--- src/rtl/brk_pkg.sv ---
package brk_pkg;
  localparam int unsigned REG_AW = 2;
  localparam int unsigned CTRL_W = 3;

  localparam logic [REG_AW-1:0] IDX_BAR  = 2'd0;
  localparam logic [REG_AW-1:0] IDX_MASK = 2'd1;
  localparam logic [REG_AW-1:0] IDX_BDR  = 2'd2;
  localparam logic [REG_AW-1:0] IDX_CTRL = 2'd3;

  typedef enum logic [1:0] {
    DSEL_NONE = 2'b00,
    DSEL_IBUS = 2'b01,
    DSEL_SBUS = 2'b10,
    DSEL_XY   = 2'b11
  } dsel_e;

  typedef struct packed {
    logic  xy_sel;  // 0: X lane (upper half), 1: Y lane (lower half)
    dsel_e dsel;
  } ctrl_t;
endpackage

--- src/rtl/brk_regs.sv ---
module brk_regs
  import brk_pkg::*;
#(
  parameter int unsigned AW = 32,
  parameter int unsigned DW = 32
) (
  input  logic              clk_i,
  input  logic              rst_ni,
  input  logic              we_i,
  input  logic [REG_AW-1:0] idx_i,
  input  logic [DW-1:0]     wdata_i,
  output logic [DW-1:0]     rdata_o,
  output logic [AW-1:0]     bar_o,
  output logic [AW-1:0]     mask_o,
  output logic [DW-1:0]     bdr_o,
  output ctrl_t             ctrl_o
);
  logic [AW-1:0] bar_q, mask_q;
  logic [DW-1:0] bdr_q;
  ctrl_t         ctrl_q;

  always_ff @(posedge clk_i or negedge rst_ni) begin
    if (!rst_ni) begin
      bar_q  <= '0;
      mask_q <= '0;
      bdr_q  <= '0;
      ctrl_q <= '0;
    end else if (we_i) begin
      unique case (idx_i)
        IDX_BAR:  bar_q  <= wdata_i[AW-1:0];
        IDX_MASK: mask_q <= wdata_i[AW-1:0];
        IDX_BDR:  bdr_q  <= wdata_i;
        default:  ctrl_q <= ctrl_t'(wdata_i[CTRL_W-1:0]);
      endcase
    end
  end

  always_comb begin
    unique case (idx_i)
      IDX_BAR:  rdata_o = DW'(bar_q);
      IDX_MASK: rdata_o = DW'(mask_q);
      IDX_BDR:  rdata_o = bdr_q;
      default:  rdata_o = DW'(ctrl_q);
    endcase
  end

  assign bar_o  = bar_q;
  assign mask_o = mask_q;
  assign bdr_o  = bdr_q;
  assign ctrl_o = ctrl_q;
endmodule

--- src/rtl/brk_addr_cmp.sv ---
module brk_addr_cmp #(
  parameter int unsigned AW = 32
) (
  input  logic [AW-1:0] addr_i,
  input  logic [AW-1:0] bar_i,
  input  logic [AW-1:0] mask_i,
  output logic          hit_o
);
  logic [AW-1:0] diff;

  for (genvar b = 0; b < AW; b++) begin : g_bit
    assign diff[b] = (addr_i[b] ^ bar_i[b]) & ~mask_i[b];
  end

  assign hit_o = ~|diff;
endmodule

--- src/rtl/brk_data_cmp.sv ---
module brk_data_cmp
  import brk_pkg::*;
#(
  parameter int unsigned DW = 32,
  localparam int unsigned HW = DW / 2
) (
  input  ctrl_t         ctrl_i,
  input  logic [DW-1:0] bdr_i,
  input  logic [DW-1:0] ibus_i,
  input  logic [DW-1:0] sbus_i,
  input  logic [HW-1:0] xbus_i,
  input  logic [HW-1:0] ybus_i,
  output logic          hit_o
);
  logic [1:0] lane_hit;  // [1]: X vs upper half, [0]: Y vs lower half

  for (genvar l = 0; l < 2; l++) begin : g_lane
    logic [HW-1:0] src;
    assign src         = (l == 1) ? xbus_i : ybus_i;
    assign lane_hit[l] = (src == bdr_i[l*HW +: HW]);
  end

  always_comb begin
    unique case (ctrl_i.dsel)
      DSEL_NONE: hit_o = 1'b1;
      DSEL_IBUS: hit_o = (ibus_i == bdr_i);
      DSEL_SBUS: hit_o = (sbus_i == bdr_i);
      default:   hit_o = ctrl_i.xy_sel ? lane_hit[0] : lane_hit[1];
    endcase
  end
endmodule

--- src/rtl/brk_cmp.sv ---
module brk_cmp
  import brk_pkg::*;
#(
  parameter int unsigned AW = 32,
  parameter int unsigned DW = 32,
  localparam int unsigned HW = DW / 2
) (
  input  logic              clk_i,
  input  logic              rst_ni,
  input  logic              reg_we_i,
  input  logic [REG_AW-1:0] reg_addr_i,
  input  logic [DW-1:0]     reg_wdata_i,
  output logic [DW-1:0]     reg_rdata_o,
  input  logic              cyc_valid_i,
  input  logic [AW-1:0]     cyc_addr_i,
  input  logic [DW-1:0]     ibus_i,
  input  logic [DW-1:0]     sbus_i,
  input  logic [HW-1:0]     xbus_i,
  input  logic [HW-1:0]     ybus_i,
  output logic              brk_o
);
  logic [AW-1:0] bar_q, mask_q;
  logic [DW-1:0] bdr_q;
  ctrl_t         ctrl_q;
  logic          addr_hit, data_hit, brk_q;

  brk_regs #(.AW(AW), .DW(DW)) u_regs (
    .clk_i   (clk_i),
    .rst_ni  (rst_ni),
    .we_i    (reg_we_i),
    .idx_i   (reg_addr_i),
    .wdata_i (reg_wdata_i),
    .rdata_o (reg_rdata_o),
    .bar_o   (bar_q),
    .mask_o  (mask_q),
    .bdr_o   (bdr_q),
    .ctrl_o  (ctrl_q)
  );

  brk_addr_cmp #(.AW(AW)) u_addr (
    .addr_i (cyc_addr_i),
    .bar_i  (bar_q),
    .mask_i (mask_q),
    .hit_o  (addr_hit)
  );

  brk_data_cmp #(.DW(DW)) u_data (
    .ctrl_i (ctrl_q),
    .bdr_i  (bdr_q),
    .ibus_i (ibus_i),
    .sbus_i (sbus_i),
    .xbus_i (xbus_i),
    .ybus_i (ybus_i),
    .hit_o  (data_hit)
  );

  always_ff @(posedge clk_i or negedge rst_ni) begin
    if (!rst_ni) brk_q <= 1'b0;
    else         brk_q <= cyc_valid_i & addr_hit & data_hit;
  end

  assign brk_o = brk_q;
endmodule

--- config.mk ---
export PLATFORM = sky130hd
export DESIGN_NAME = brk_cmp
export DESIGN_NICKNAME = d
export VERILOG_FILES = /design/src/rtl/brk_pkg.sv /design/src/rtl/brk_regs.sv /design/src/rtl/brk_addr_cmp.sv /design/src/rtl/brk_data_cmp.sv /design/src/rtl/brk_cmp.sv
export SDC_FILE = /design/constraint.sdc
export NUM_CORES = 1
export LEC_CHECK = 0
export BUFFER_PORTS_ARGS = -buffer_cell sky130_fd_sc_hd__buf_4
export CAP_MARGIN = 0
export CORE_ASPECT_RATIO = 2
export CORE_MARGIN = 2
export CORE_UTILIZATION = 51
export CTS_CLUSTER_DIAMETER = 80
export DETAILED_ROUTE_END_ITERATION = 6
export GPL_TIMING_DRIVEN = 0
export PLACE_DENSITY = 0.79
export REMOVE_ABC_BUFFERS = 1
export SYNTH_ARGS = -nofsm -noshare
export SYNTH_HDL_FRONTEND = slang
export SYNTH_HIERARCHICAL = 1
export SYNTH_SLANG_ARGS = --single-unit
--- constraint.sdc ---
create_clock -name clk_i -period 2.46 [get_ports clk_i]
set_input_delay 0.123 -clock clk_i [delete_from_list [all_inputs] [get_ports clk_i]]
set_output_delay 0.123 -clock clk_i [all_outputs]
set_load 0.01 [all_outputs]
# == Word level (Yosys, flattened, before mapping) ==
# Index checks and enable logic that the tools add are counted.
# classes
eq_ne,8
muxes,3
n_bitwise,99
reduce_logical,9
# ops
cell,n
one-hot mux 32 bit (3 select lines),1
== test 32 bit,2
bitwise AND 1 bit,34
NOT 1 bit,33
== test 16 bit,2
OR reduction 32 bit,1
XOR 1 bit,32
AND reduction 2 bit,4
== test 2 x 1 -> 1 bit (second input constant),2
== test 2 bit (second input constant),2
zero test 2 bit,2
one-hot mux 1 bit (3 select lines),1
OR reduction 3 bit,1
zero test 1 bit,1
two-way mux 1 bit,1
# word_totals
regBits,100
in_bits,166
output_inout_bits,33
word_cells,125

# == Depth between registers and ports, before layout ==
# Gate-level depths: netlist of run 1.
# depth
word_depth,6
ltp_mapped,11
depth_no_buf,9

# == Hierarchy ==
# Netlist of run 1, hierarchy kept.
# by_module_without_submodules
module,instances,cells_each,area_per_inst_um2,seq_area_each_um2
brk_regs,1,284,4379.2,2477.4
brk_data_cmp,1,132,1121.1,0.0
brk_addr_cmp,1,53,414.1,0.0
brk_cmp,1,2,31.3,25.0

# == Worst setup path before layout of run 1 ==
# No wires, ideal clock.
# synth_path
kind,reg-to-reg
from,"register, netlist name u_regs/ctrl_o[0]"
to,register brk_q (netlist: brk_o)
setup_ps,66
arrival_time_ps,1969
required_time_ps,2394
path_slack_ps,425
path_stages_with_launch,12
path_buffers,2
synth_period_minus_slack_ps,2035
path_cell_list,dfrtp_1 > inv_1 > ha_1 > buf_6 > buf_2 > mux2i_1 > xor2_1 > nand4_1 > nor4_1 > nand3_1 > a21oi_1 > and3_1
# synth_between
elab_chain_len,3
elab_cells_between_ends,5
cone_classes,eq/ne: 2; mux: 1; bitwise: 1; reduce/logical: 1
# synth_rtl
element,line_no,text
"== test 2 bit, or another cell as far along",brk_data_cmp.sv:24,unique case (ctrl_i.dsel)
one-hot mux 1 bit (3 select lines) (*),brk_data_cmp.sv:24,
named net data_hit,brk_cmp.sv:25,"logic addr_hit, data_hit, brk_q;"
bitwise AND 1 bit (*),brk_cmp.sv:59,else brk_q <= cyc_valid_i & addr_hit & data_hit;
end signal: assignment,brk_cmp.sv:59,
end: declaration,brk_cmp.sv:25,
# The timed path passes the listed nets; every way through them passes the cells marked *.
# A chain may end at the register's enable or synchronous reset.

# == Worst setup path in the final report of run 1 ==
# layout_path
from,"register, netlist name u_regs/ctrl_o[0]"
to,register brk_q (netlist: brk_o)
# layout_between
elab_chain_len,3
elab_cells_between_ends,5
cone_classes,eq/ne: 2; mux: 1; bitwise: 1; reduce/logical: 1
# layout_rtl
element,line_no
"== test 2 bit, or another cell as far along",brk_data_cmp.sv:24
one-hot mux 1 bit (3 select lines) (*),brk_data_cmp.sv:24
named net data_hit,brk_cmp.sv:25
bitwise AND 1 bit (*),brk_cmp.sv:59
# Marks and branches as above.

==> results of run 1 <==
cell type report:
class,count,area [µm²]
fill,853,3364
sequential,100,2504
multi-input combinational,345,3359
clock buffer,12,256.5
inverter,2,7.507
tap,142,177.7
timing repair buffer,209,1653
clock inverter,4,32.53
cell families after synthesis:
family | Yosys count | synth area share
DFF | 100 | 0.4209
xor gates and xnor gates | 96 | 0.1414
muxes | 163 | 0.3016
buffers and inverters | 26 | 0.02757
adders and majority gates | 3 | 0.006314
AOI/OAI and AO/OA | 48 | 0.06271
and+or+nand+nor | 35 | 0.03956
how the worst max path moves through the flow:
stage                     start    end  slack [ns]
6_report       u_regs/ctrl_o[0]  brk_o       0.005
5_1_grt        u_regs/ctrl_o[0]  brk_o       -0.06
4_1_cts        u_regs/ctrl_o[0]  brk_o        0.01
3_5_place_dp   u_regs/ctrl_o[0]  brk_o       -0.40
3_3_place_gp   u_regs/ctrl_o[0]  brk_o       -1.20
2_1_floorplan  u_regs/ctrl_o[0]  brk_o       -0.39
synth_stat cells, types with 2 or more instances:
| cell | instances | area, µm² |
|---|---|---|
| o2bb2ai_1 | 29 | 254.0 |
| a21oi_1 | 2 | 10.01 |
| nand3_1 | 6 | 30.03 |
| nor3_1 | 3 | 15.01 |
| buf_6 | 4 | 45.04 |
| mux4_2 | 3 | 67.56 |
| ha_1 | 3 | 37.54 |
| nand4_1 | 11 | 68.82 |
| clkbuf_1 | 3 | 11.26 |
| buf_2 | 11 | 55.05 |
| mux2_1 | 4 | 45.04 |
| mux2_2 | 95 | 1070 |
| mux2i_1 | 61 | 610.6 |
| buf_4 | 6 | 45.04 |
| o22ai_1 | 16 | 100.1 |
| dfrtp_1 | 100 | 2502 |
| xnor2_1 | 63 | 551.8 |
| and3_1 | 2 | 12.51 |
| nor4_1 | 7 | 43.79 |
| xor2_1 | 33 | 289.0 |
| inv_1 | 2 | 7.510 |
state kept, by name (all words and copies together) (netlist names):
signal	count
u_regs/mask_o	32
u_regs/bar_o	32
brk_o	1
u_regs/ctrl_o	3
u_regs/bdr_o	32
layout by cell type (no fill, tap or decap), drive strengths merged:
cell type	count
and3	2
mux2	99
ha	3
nand3	6
dfrtp	100
clkinvlp	2
o22ai	16
nor3b	1
clkinv	1
and4	1
buf	206
clkbuf	14
nand4	11
nor3	3
dlygate4sd3	1
o41ai	1
nor4	7
xnor2	63
mux2i	61
a21oi	2
nor2b	1
xor2	33
nand3b	2
o2bb2ai	29
inv	3
nor2	1
mux4	3
metrics by stage:
stage,setup TNS (ns),instance area (µm²)
after global placement,-45.15,7453
after CTS,0,7861
after global routing,-0.05614,7990
after detailed placement,-0.4044,7540
final,0,7990
after floorplan,-0.3919,5789
metal layers:
metal,vias to the layer above,wire length [µm],part of all wire,track usage
met1,2318,6405,0.35,0.3063
li1,2125,-,-,-
met5,-,0,0,0
met2,178,10230,0.57,0.5413
met4,0,601,0.033,0.1114
met3,43,845,0.047,0.04441
power breakdown:
| group | switching, mW | leakage [nW] | total [mW] | internal [mW] |
|---|---|---|---|---|
| Clock | 0.620 | 0.135 | 1.37 | 0.747 |
| Combinational | 0.782 | 2.22 | 1.84 | 1.05 |
| Sequential | 0.363 | 1.18 | 2.32 | 1.95 |
repair_timing:
item                                    in CTS  in global routing
cloned                                       0                  2
pin swaps                                    2                  5
endpoints found under the setup margin       1                  1
hold buffers                                 0                  1
buffers inserted                             1                  2
resized for setup                            3                 11
endpoints found under the hold margin        0                 92
==> summary.txt, run 1 <==
Status = complete, no violations
Synthesized flop and latch total = 100
Post-synthesis sequential area ratio = 0.4209
Final Skew = 0.004142 ns
Synth Flop Type = dfrtp_1
Die height = 156.7 µm
Final net count = 836
Crit-path slowest cell = dfrtp_2
F_max = 0.4073 GHz
TritonCTS clock tree = done
Detail Placement HPWL = 13.61 mm
Max-slew headroom = 0.3928
Top delay family on crit path = simple AND/OR/NAND/NOR gates
Final setup fails = 0
Gr usage total = 0.2855
Worst-path maximum fanout = 6
Cell Pwr Density = 690.9 mW/mm²
Period utilization = 0.9981
Core area = 0.01135 mm²
Arrival time worst endpoint = 2.74 ns
Post-Synthesis Cells = 471
Worst hold start = reg_wdata_i[5]
Drt first-iter violations = 230
Worst slew pin tran = 0.9108 ns
CP endpoint kind = flop
Residual DRC = 0
VDD IR-drop max = 0.0004910 V
Clk buf depth = 2
Reg2reg end = brk_o
CTS buffer count = 9
Static leakage = 3.535 nW
WHS Path Cells = 2
Post-synth EDFFs = 0
DRT antenna net count = 0
Pre-CTS WS = -0.4044 ns
Fin cells = 814
Worst Setup Path Type = reg -> reg
Final hold vios = 0
Clk Latency, worst-skew pair = 0.34 ns
PortBufs = 198
FF-to-FF path depth = 10
Routed via count = 4664
Total grt overflow = 0
Largest net degree at the start of global routing = 101
Per-cell routed wire length = 22.22 µm
Max cap viols = 0
Startpoint Class = flop
Initial antenna violation count = 0
Yosys warns = 6
Critical-path cell list = inv_2 -> ha_4 -> buf_12 -> mux2i_4 -> xor2_1 -> nand4_1 -> nor4_4 -> nand3_1 -> a21oi_2 -> and3_1
Final core utilization = 0.7037
Worst Hold End = u_regs/mask_o[5]
Worst path max stage delay = 0.44 ns
# IOs = 199
CP bufs+invs = 2
Initial core utilization = 0.5236
Slew Limit Fails = 0
Post-Route WL = 18.09 mm
Hold Worst Slack = 0.01197 ns
Row count = 55
Diodes inserted = 0
Unrepaired setup endpoints after global routing = yes
Clk sinks = 100
Mapped Area = 0.005946 mm²
Layout area overhead = 34.39%
DIE WIDTH = 80.35 µm
Post-synth cell types = 28
Die area = 0.01259 mm²
Placed cell count = 792
First-pass GRT wire length = 26.69 mm
Final worst slack = 0.004788 ns
Crit. path cell count = 10
Asr flop ratio synth = 1.000
Synthesized area per cell = 12.62 µm²
Pre-antenna DRT Iters = 4
Worst R2R Start = u_regs/ctrl_o[0]
RD Place Congestion = 0.8477
Reg clk slew, reported paths = 0.07 ns
Design Power = 5.520 mW
Clk root buf = clkbuf_16
Worst EP required = 2.74 ns
DR vias/cell = 5.730
Max H-tree Level = 3
Layout cells sized above 1 = 0.4955
Vias in the first global route = 5066
R2R Setup Slk = 0.005 ns
Hold Path Class = in -> reg
Tmin final = 2.455 ns
Note: power is estimated with default switching activity, not from simulation.
==> run 2, diff against run 1 <==
CORE_MARGIN = default   (was 2)
SETUP_SLACK_MARGIN = 0.1   (was default)
==> summary.txt, run 2 (same netlist as run 1, synthesis figures left out) <==
Status = complete, no violations
Net switching fraction of the power = 0.3164
Max-slew headroom = 0.3510
TritonCTS clock tree = done
RD Place Congestion = 0.8190
Combinational share of power = 0.333
Period utilization = 0.9528
Final hold vios = 0
Sequential share of power = 0.416
Worst setup path endpoint = brk_o
Detail Placement HPWL = 13.33 mm
Layout area overhead = 35.12%
Max cap viols = 0
FF-to-FF path depth = 11
Final setup fails = 0
Clk pwr share = 0.252
# IOs = 199
Drt first-iter violations = 164
Pre-antenna DRT Iters = 4
Hold Path Class = in -> reg
Max H-tree Level = 3
Multi-input gate area = 0.003354 mm²
First-pass GRT wire length = 26.22 mm
CP endpoint kind = flop
Final Skew = 0.005191 ns
R2R Setup Slk = 0.12 ns
Unrepaired setup endpoints after global routing = yes
Most frequent cells in the layout = buf_4, dfrtp_1, mux2_2
Total grt overflow = 0
Reg2reg end = brk_o
Post-Route WL = 17.89 mm
Tmin final = 2.344 ns
Die area = 0.01212 mm²
VDD IR-drop max = 0.0004160 V
Residual DRC = 0
Critical-path cell list = inv_2 -> ha_4 -> buf_12 -> buf_8 -> mux2i_2 -> xor2_1 -> nand4_1 -> nor4_4 -> nand3_1 -> a21oi_1 -> and3_1
Routed via count = 4723
DR vias/cell = 5.781
F_max = 0.4266 GHz
PortBufs = 198
Per-cell routed wire length = 21.89 µm
Clk buf depth = 2
Gr usage total = 0.2957
CTS buffer count = 9
Clk root buf = clkbuf_16
Worst Setup Path Type = reg -> reg
Row count = 55
Post-route setup TNS = 0 ns
Diodes inserted = 0
Clk Latency, worst-skew pair = 0.34 ns
Largest net degree at the start of global routing = 101
Arrival time worst endpoint = 2.62 ns
Storage cell area = 0.002504 mm²
Worst hold start = reg_wdata_i[5]
Static leakage = 3.564 nW
Core area = 0.01135 mm²
Clk sinks = 100
Critical Path Source = u_regs/ctrl_o[0]
Internal = 3.813 mW
Final core utilization = 0.7075
WHS Path Cells = 2
Initial core utilization = 0.5236
Final net count = 840
Design Power = 5.577 mW
Startpoint Class = flop
Slew Limit Fails = 0
Crit-path slowest cell = dfrtp_1
Worst EP required = 2.74 ns
Worst R2R Start = u_regs/ctrl_o[0]
Vias in the first global route = 5056
DRT antenna net count = 0
Initial antenna violation count = 0
Die height = 154.7 µm
Worst slew pin tran = 0.9715 ns
Most common library cell in the layout ignoring fill and taps = buf_4
Layout cells sized above 1 = 0.5022
Reg clk slew, reported paths = 0.07 ns
Cell Pwr Density = 694.2 mW/mm²
Worst-path maximum fanout = 6
DIE WIDTH = 78.35 µm
Psw = 1.765 mW
Worst path max stage delay = 0.41 ns
Fillers = 840
==> run 2: metal layers <==
metal	GRT usage	wire length, µm	up-vias
met2	0.5464	10040	202
met1	0.3090	6113	2338
met3	0.05310	956	49
li1	-	-	2134
met5	0	0	-
met4	0.1587	774	0
==> run 2: how the worst min path moves through the flow <==
stage,endpoint,slack [ns]
detailed placement,u_regs/bar_o[20],0.37
floorplan,brk_o,-0.17
CTS,u_regs/bar_o[20],0.01
finish,u_regs/mask_o[5],0.02
global route,u_regs/bar_o[20],0.009
global placement,u_regs/mask_o[30],0.35
==> run 2: worst max-delay path, delay by kind of cell (launching register included) <==
kind | cells | cell delay (ns)
buffers and inverters | 3 | 0.37
and+or+nand+nor | 4 | 0.73
DFF | 1 | 0.41
muxes | 1 | 0.22
AOI/OAI and AO/OA | 1 | 0.13
xor gates and xnor gates | 1 | 0.24
adders and majority gates | 1 | 0.17
==> run 2: stage by stage <==
stage          worst slack, ns  instance area (µm²)  cells  hold slack [ns]
2_1_floorplan          -0.3919                 5789    447          -0.1726
3_3_place_gp            -1.249                 7453    787           0.3541
3_5_place_dp           -0.4431                 7556    792           0.3661
4_1_cts                 0.1044                 7898    808          0.01340
5_1_grt                0.05735                 8034    817         0.008928
6_report                0.1161                 8034    817          0.01802
==> run 2: repair_timing <==
action,in CTS,in global routing
hold buffers,0,1
endpoints found under the setup margin,1,1
hold endpoints to repair,0,49
cloned,0,1
gates resized for setup,5,12
pin swaps,3,8
setup buffers,1,7
==> run 2: layout make-up <==
cell class	count	area share
sequential	100	0.3116
tap	142	0.02211
timing repair buffer	213	0.2113
clock inverter	5	0.007943
inverter	2	0.0009344
clock buffer	10	0.02850
multi-input combinational	345	0.4175
==> run 2: power groups by stage <==
stage | Combinational (mW) | Sequential (mW) | Clock, mW
global route | 1.97 | 2.36 | 1.49
global placement | 1.66 | 2.32 | 0
CTS | 1.76 | 2.32 | 1.42
floorplan | 1.05 | 2.22 | 0
detailed placement | 1.73 | 2.35 | 0
finish | 1.86 | 2.32 | 1.40
==> run 3, diff against run 2 <==
SYNTH_HIERARCHICAL = default   (was 1)
==> summary.txt, run 3 <==
Status = complete, no violations
Max H-tree Level = 3
Unrepaired setup endpoints after global routing = no
CTS buffer count = 9
Simple-gate area share of the yosys netlist = 0.05118
Worst-path maximum fanout = 10
DP Area = 0.007589 mm²
Cell Pwr Density = 695.4 mW/mm²
Post-synth cell types = 28
Most frequent cells in the layout = buf_4, mux2_2, dfrtp_1
Final Skew = 0.006817 ns
Worst Setup Path Type = reg -> reg
RD Place Congestion = 0.8898
Post-Route WL = 17.36 mm
Synthesized area per cell = 11.83 µm²
Routed wl met3 = 983 µm
Pre-CTS WS = -0.2728 ns
Worst R2R Start = u_regs.ctrl_o[0]
Asr flop ratio synth = 1.000
Clk sinks = 100
TritonCTS clock tree = done
Static leakage = 3.579 nW
Complex-gate fraction of the synthesized area = 0.04906
Multi-input gate area = 0.003316 mm²
Reg clk slew, reported paths = 0.06 ns
Layout cells sized above 1 = 0.4793
Wl on met1 = 6.029 mm
DRT antenna net count = 0
Final net count = 865
Clk Latency, worst-skew pair = 0.34 ns
Startpoint Class = flop
Post-synth EDFFs = 0
Tmin final = 2.313 ns
Final worst slack = 0.1473 ns
Fin cells = 841
Largest net degree at the start of global routing = 101
PortBufs = 198
Clk buf depth = 2
Worst hold start = reg_wdata_i[28]
Area leader, netlist = dfrtp_1
Post-Synth Adder-Cell Area = 0.006371
Final hold vios = 0
Drt first-iter violations = 227
Diodes inserted = 0
Period utilization = 0.9401
Most common library cell in the layout ignoring fill and taps = buf_4
Routed via count = 4768
Clk root buf = clkbuf_16
Arrival time worst endpoint = 2.56 ns
VDD IR-drop max = 0.0003875 V
Layout area overhead = 35.63%
F_max = 0.4324 GHz
Synth top area share = 0.4247
CP endpoint kind = flop
Count leader, synth = dfrtp_1
DR vias/cell = 5.669
Critical Path Source = u_regs.ctrl_o[0]
Final setup fails = 0
Fillers = 894
Worst slew pin tran = 0.9582 ns
DIE WIDTH = 78 µm
Initial antenna violation count = 0
Detail Placement HPWL = 13.14 mm
Detail Route met2 WL = 9.615 mm
Hold Worst Slack = 0.02824 ns
Slew Limit Fails = 0
Largest family of logic cells by synthesized area = multiplexers
Final core utilization = 0.7081
Most frequent cells after synthesis = dfrtp_1, mux2_2, mux2i_1, xnor2_1, xor2_1
First-pass GRT wire length = 26.47 mm
Post-Synthesis Cells = 498
Post-route setup TNS = 0 ns
Initial core utilization = 0.5221
Proportion of synthesized area in mux cells = 0.3043
Synth top area cells = dfrtp_1, mux2_2, mux2i_1
Core area = 0.01129 mm²
Pre-antenna DRT Iters = 4
Die area = 0.01201 mm²
Total grt overflow = 0
Storage cell area = 0.002504 mm²
Yosys warns = 0
Placed cell count = 823
Vias in the first global route = 5109
Residual DRC = 0
Design Power = 5.557 mW
Gr usage total = 0.2946
Max-slew headroom = 0.3612
Synth Area in XOR/XNOR = 0.1427
DR top layer = met4
Cell area after layout = 0.007991 mm²
Hold Path Class = in -> reg
Mapped Area = 0.005892 mm²
# IOs = 199
Synth Flop Type = dfrtp_1
Synthesized flop and latch total = 100
Max cap viols = 0
Post-synthesis sequential area ratio = 0.4247
Worst EP required = 2.71 ns
Die height = 154.0 µm
Row count = 55
Per-cell routed wire length = 20.64 µm
==> run 3: changes by cell type after synthesis, sizes merged, moves of 4 or more <==
| cell | delta |
|---|---|
| xor2 | +11 |
| o22ai | -8 |
| buf | -9 |
| xnor2 | -11 |
| o21ai | +31 |
| clkbuf | +9 |
| nand2 | +29 |
| o22a | +4 |
| o2bb2ai | -29 |
==> run 3: path summary, 6_finish.rpt <==
check / to / slack, ns / cells after the start
max reg2reg: brk_o / 0.15 / 9
max: brk_o / 0.15 / 9
min in group asynchronous: u_regs.bar_o[27] / 0.41 / 2
min reg2reg: u_regs.mask_o[2] / 0.54 / 1
max in group asynchronous: u_regs.ctrl_o[1] / 1.32 / 2
min: u_regs.mask_o[28] / 0.03 / 2
==> run 3: report_power, final <==
group          internal (mW)  switching [mW]  leakage, nW  total (mW)
logic                   1.02           0.751         2.25        1.77
clock network          0.882           0.593        0.145        1.48
registers               1.96           0.359         1.18        2.31
==> run 3: final cells by class <==
| type | instances | share of cell area |
|---|---|---|
| Tap cell | 142 | 0.02223 |
| Clock inverter | 4 | 0.009551 |
| Clock buffer | 10 | 0.02865 |
| Multi-Input combinational cell | 372 | 0.4149 |
| Inverter | 2 | 0.0009394 |
| Timing Repair Buffer | 211 | 0.2104 |
| Sequential cell | 100 | 0.3133 |
==> run 3: repair_timing <==
action	in CTS	in global routing
pin swaps	0	4
hold endpoints to repair	0	45
gates cloned	0	1
setup buffers	1	1
endpoints found under the setup margin	1	1
hold buffers	0	1
gates resized for setup	2	8
==> run 3: layer usage <==
layer / GRT usage / vias up
li1: - / 2176
met1: 0.3178 / 2317
met2: 0.5466 / 230
met3: 0.04214 / 45
met4: 0.1499 / 0
met5: 0 / -
==> run 3: cells by family (layout without fill, tap and decap cells) <==
family                   Yosys count  in the layout
AO/OA/AOI/OAI                     49             49
XOR/XNOR                          96             96
adder cells (fa/ha/maj)            3              3
buffers and inverters             26            227
flip-flops                       100            100
multiplexers                     163            163
AND/OR/NAND/NOR                   61             61
==> run 3: critical path, cell delays in order, from the launching register on <==
cell	delay, ns
dfrtp_1	0.41
inv_2	0.10
ha_4	0.19
buf_12	0.18
mux2i_4	0.26
xor2_1	0.20
nand4_1	0.22
nor4_1	0.35
a311oi_1	0.14
a211oi_1	0.18
